**src/rtl/flow_ctl_pkg.sv**
```systemverilog
package flow_ctl_pkg;

  // Upper (stop) level for a trigger code, scaled from the FIFO depth.
  function automatic int hi_level(input logic [1:0] sel, input int depth);
    case (sel)
      2'd0:    return depth / 4;
      2'd1:    return depth / 2;
      2'd2:    return (3 * depth) / 4;
      default: return depth - 4;
    endcase
  endfunction

  // Lower (restart) level paired with each trigger code.
  function automatic int lo_level(input logic [1:0] sel, input int depth);
    case (sel)
      2'd0:    return 0;
      2'd1:    return depth / 4 - 1;
      2'd2:    return depth / 2 - 1;
      default: return (3 * depth) / 4 - 1;
    endcase
  endfunction

endpackage

```
**src/rtl/rx_level_watch.sv**
```systemverilog
module rx_level_watch #(
  parameter int DEPTH = 32,
  parameter int CNT_W = $clog2(DEPTH + 1)
) (
  input  logic             clk,
  input  logic             rst,
  input  logic [CNT_W-1:0] rx_count,
  input  logic [1:0]       trig_sel,
  input  logic             rts_en,
  output logic             rts_n,
  output logic             trig_irq
);
  logic [CNT_W-1:0] hi_lvl, lo_lvl;
  logic             at_hi, at_lo;

  always_comb begin
    hi_lvl = CNT_W'(flow_ctl_pkg::hi_level(trig_sel, DEPTH));
    lo_lvl = CNT_W'(flow_ctl_pkg::lo_level(trig_sel, DEPTH));
    at_hi  = (rx_count >= hi_lvl);
    at_lo  = (rx_count <= lo_lvl);
  end

  always_ff @(posedge clk) begin
    if (rst) begin
      rts_n    <= 1'b0;
      trig_irq <= 1'b0;
    end else begin
      trig_irq <= at_hi;
      if (!rts_en)    rts_n <= 1'b0;
      else if (at_hi) rts_n <= 1'b1;
      else if (at_lo) rts_n <= 1'b0;
    end
  end
endmodule

```
**src/rtl/cts_sync_edge.sv**
```systemverilog
module cts_sync_edge #(
  parameter int STAGES = 2
) (
  input  logic clk,
  input  logic rst,
  input  logic din,
  output logic dsync,
  output logic drise
);
  logic [STAGES-1:0] chain;
  logic              prev;

  generate
    if (STAGES == 1) begin : g_single
      always_ff @(posedge clk) begin
        if (rst) chain <= '0;
        else     chain <= din;
      end
    end else begin : g_multi
      always_ff @(posedge clk) begin
        if (rst) chain <= '0;
        else     chain <= {chain[STAGES-2:0], din};
      end
    end
  endgenerate

  always_ff @(posedge clk) begin
    if (rst) prev <= 1'b0;
    else     prev <= chain[STAGES-1];
  end

  assign dsync = chain[STAGES-1];
  assign drise = chain[STAGES-1] & ~prev;
endmodule

```
**src/rtl/tx_pause_gate.sv**
```systemverilog
module tx_pause_gate (
  input  logic clk,
  input  logic rst,
  input  logic cts_en,
  input  logic cts_hold,
  input  logic tx_boundary,
  output logic tx_allow
);
  always_ff @(posedge clk) begin
    if (rst)                        tx_allow <= 1'b1;
    else if (!cts_en || !cts_hold)  tx_allow <= 1'b1;
    else if (tx_boundary)           tx_allow <= 1'b0;
  end
endmodule

```
**src/rtl/uart_flow_ctl.sv**
```systemverilog
module uart_flow_ctl #(
  parameter int DEPTH       = 32,
  parameter int SYNC_STAGES = 2,
  parameter int CNT_W       = $clog2(DEPTH + 1)
) (
  input  logic             clk,
  input  logic             rst,
  input  logic [CNT_W-1:0] rx_count,
  input  logic [1:0]       trig_sel,
  input  logic             rts_en,
  input  logic             cts_en,
  input  logic             cts_irq_en,
  input  logic             cts_irq_clr,
  input  logic             cts_n_in,
  input  logic             tx_boundary,
  output logic             rts_n,
  output logic             tx_allow,
  output logic             cts_irq,
  output logic             trig_irq
);
  logic cts_s, cts_rise;

  rx_level_watch #(.DEPTH(DEPTH), .CNT_W(CNT_W)) u_lvl (
    .clk(clk), .rst(rst), .rx_count(rx_count), .trig_sel(trig_sel),
    .rts_en(rts_en), .rts_n(rts_n), .trig_irq(trig_irq)
  );

  cts_sync_edge #(.STAGES(SYNC_STAGES)) u_sync (
    .clk(clk), .rst(rst), .din(cts_n_in), .dsync(cts_s), .drise(cts_rise)
  );

  tx_pause_gate u_gate (
    .clk(clk), .rst(rst), .cts_en(cts_en), .cts_hold(cts_s),
    .tx_boundary(tx_boundary), .tx_allow(tx_allow)
  );

  // A new edge takes precedence over a clear in the same cycle.
  always_ff @(posedge clk) begin
    if (rst)                           cts_irq <= 1'b0;
    else if (cts_rise && cts_irq_en)   cts_irq <= 1'b1;
    else if (cts_irq_clr)              cts_irq <= 1'b0;
  end
endmodule

```
**config.mk**
```make
export PLATFORM = sky130hd
export DESIGN_NAME = uart_flow_ctl
export DESIGN_NICKNAME = d
export VERILOG_FILES = /design/src/rtl/flow_ctl_pkg.sv /design/src/rtl/rx_level_watch.sv /design/src/rtl/cts_sync_edge.sv /design/src/rtl/tx_pause_gate.sv /design/src/rtl/uart_flow_ctl.sv
export SDC_FILE = /design/constraint.sdc
export NUM_CORES = 1
export LEC_CHECK = 0
export BUFFER_PORTS_ARGS = -buffer_cell sky130_fd_sc_hd__buf_4
export CAP_MARGIN = 20
export CORE_AREA = 2 2 39 41
export DETAILED_ROUTE_END_ITERATION = 6
export DIE_AREA = 0 0 41 43
export SETUP_SLACK_MARGIN = 0.02
export SLEW_MARGIN = 20
export SYNTH_ARGS = -nofsm -noshare
export SYNTH_HDL_FRONTEND = slang
export SYNTH_SLANG_ARGS = --single-unit
```
**constraint.sdc**
```tcl
create_clock -name clk -period 2.36 [get_ports clk]
set_input_delay 0.472 -clock clk [delete_from_list [all_inputs] [get_ports clk]]
set_output_delay 0.472 -clock clk [all_outputs]
set_load 0.02 [all_outputs]
```
==> results.json <==
{
  "syn_to_final_growth_pct": 45.07,
  "grt_max_degree": 8,
  "min_path_type": "in -> reg",
  "finalNetCount": 93,
  "synth_top_area_share_pct": 33.43,
  "die_h_um": 43,
  "core_sq_um": 1384,
  "switchingPower_mw": 0.07226,
  "ys_async_sr_fraction_pct": 0,
  "fin_skew_ps": 3.633,
  "antenna_cells": 0,
  "ys_types": 23,
  "final_hold_viol_count": 0,
  "cp.arrival_ps": 1740,
  "grt_first_pass_wirelength_um": 1524,
  "synth_edf_count": 0,
  "cts-root-buf": "clkbuf_4",
  "vias": 423,
  "p_sw_share_pct": 24.22,
  "synth_largest_area_cell": "dfxtp_1",
  "design.die.area_sq_um": 1763,
  "cap_violations": 0,
  "setup_viol": 0,
  "rows": 14,
  "hpwl_um": 801.4,
  "ir_drop_mv": 0.1388,
  "avgViaCountPerCell": 4.919,
  "yosysMostFrequentCell": "dfxtp_1",
  "firstDrtPassIters": 3,
  "crit_path_end_kind": "register",
  "yosysWarningCount": 0,
  "overflow": 0,
  "start_util_pct": 30.29,
  "drcViolationCount": 0,
  "status": "completed",
  "clk_pin_slew_ps": 50,
  "syn_area_sq_um": 419.2,
  "r2r_slack_ps": 1590,
  "drt_iter0_drc": 3,
  "grtUsageTotal_pct": 12.35,
  "synth_area_per_cell_sq_um": 8.918,
  "p_clk_share_pct": 34.7,
  "post_drt_wl_per_cell_um": 10.70,
  "seqPwrFrac_pct": 42.2,
  "post_cts_buffers": 0,
  "rsz0062_at_grt": "false",
  "combPwrFrac_pct": 23.2,
  "antenna_found_initial": 0,
  "worst_pin_slew_ps": 244.6,
  "ys.flop_type": "dfxtp_1",
  "final_antenna_net_count": 0,
  "cts_buffers": 3,
  "ys_seq_area_share_pct": 33.43,
  "synthCells": 47,
  "ctsResizeCount": 0,
  "totalWireLength_um": 920,
  "synthTopCellsByCount": "7 x dfxtp_1, 6 x ha_1, 4 x inv_1, 4 x nor2b_1",
  "cp-start-kind": "input pin",
  "port_buffers": 19,
  "internal-power_mw": 0.2261,
  "leakage_nw": 0.2972,
  "dpl_worst_slack_ps": 528.5,
  "clock_path_buffers": 2,
  "clk_latency_ps": 240,
  "drv_slew": 0,
  "ios": 20,
  "clock_sinks": 7,
  "fin_crit_sh_pct": 68.32,
  "timing.fmax_ghz": 0.6202,
  "synth_nets": 69,
  "power_density_nw_per_um2": 490.6,
  "place_congestion": 0.7123,
  "fin_util_pct": 43.94,
  "relSlewSlack_pct": 83.56,
  "drive_gt1_share_pct": 32.86,
  "final_cell_area_sq_um": 608.1,
  "cp.required_ps": 2490,
  "synth_seq_cells": 7,
  "cp_max_fo": 7,
  "setup_ws_ps": 747.6,
  "cts_tree": "done",
  "setup_tns_ps": 0,
  "grt_pass1_vias": 440,
  "worstSetupPathType": "in -> reg",
  "h-tree-depth": 1,
  "yosys-top-cells-area": "dfxtp_1 33%, ha_1 18%, nor2b_1 6.0%",
  "ctsHoldBuffers": 0,
  "fp.dieW_um": 41,
  "finalCriticalPeriod_ps": 1612,
  "dpl-instance-area_sq_um": 581.8
}
cells in the final DEF (no fill, tap or decap):
cell / count
nand2b_1: 3
o31ai_1: 1
nand3_1: 1
nand2_1: 2
o21ai_0: 1
o2bb2ai_1: 1
o32ai_1: 1
or2_2: 1
buf_4: 19
clkbuf_4: 3
a31oi_1: 1
a21oi_1: 2
clkbuf_1: 1
inv_1: 4
o21ai_1: 1
dfxtp_1: 7
nor2b_1: 4
a211o_1: 1
nor2_1: 3
or4_1: 1
ha_1: 6
a211oi_1: 1
a31o_1: 1
and3b_1: 1
nand3b_1: 2
o21a_1: 1
power groups by stage:
| stage | Combinational, mW | Clock (mW) | Sequential [mW] |
|---|---|---|---|
| 4_1_cts | 0.0702 | 0.110 | 0.126 |
| 5_1_grt | 0.0787 | 0.116 | 0.126 |
| 3_3_place_gp | 0.0676 | 0 | 0.128 |
| 2_1_floorplan | 0.0284 | 0 | 0.132 |
| 3_5_place_dp | 0.0698 | 0 | 0.128 |
| 6_report | 0.0691 | 0.103 | 0.126 |
critical path: stages:
cell and delay, ps:
buf_4 130, nor2_1 190, ha_1 300, or2_2 300, a21oi_1 160, o21a_1 130, o32ai_1 70
cell families (layout without fill, tap and decap cells):
logic type	Yosys count	after routing	share of synthesized area [%]
compound gates	12	12	20.00
fa+ha+maj	6	6	17.91
flops	7	7	33.43
simple gates	18	18	25.07
buf+inv	4	27	3.581
through the flow:
stage / total power [mW] / instances / hold WS (ps)
final: 0.2983 / 86 / 413.2
after global routing: 0.3206 / 86 / 420.4
after CTS: 0.3064 / 86 / 405.6
after detailed placement: 0.1980 / 82 / 441.1
after global placement: 0.1957 / 82 / 444.2
after floorplan: 0.1608 / 47 / 413.8
registers in the layout (all words and copies together) (netlist names):
register / cells
u_sync.chain: 2
cts_irq: 1
u_gate.tx_allow: 1
u_lvl.rts_n: 1
u_lvl.trig_irq: 1
u_sync.prev: 1
area by class of cell:
type                    count  area, sq um
fillers                   163        775.7
multi-input cells          36        264.0
repair buffers             19        142.6
flip-flops and latches      7        140.1
clock buffers               4        26.28
well taps                  16        20.02
inverters                   4        15.01
routing by layer:
layer / vias up / track usage [%] / share of wire (%)
met5: - / 0 / 0
met4: 0 / 6.000 / 0
met3: 0 / 1.571 / 8.6
met2: 19 / 21.88 / 49
met1: 186 / 13.18 / 43
li1: 218 / - / -
path summary, 6_finish.rpt:
path,startpoint,to,cells past startpoint
max,trig_sel[0],u_lvl.rts_n$_SDFFE_PP0P_,7
min,cts_en,u_gate.tx_allow$_SDFFE_PP1P_,2
max reg2reg,u_lvl.rts_n$_SDFFE_PP0P_,u_lvl.rts_n$_SDFFE_PP0P_,3
min reg2reg,u_sync.chain[0]$_SDFF_PP0_,u_sync.chain[1]$_SDFF_PP0_,1
Power figures use the tool's default switching activity.
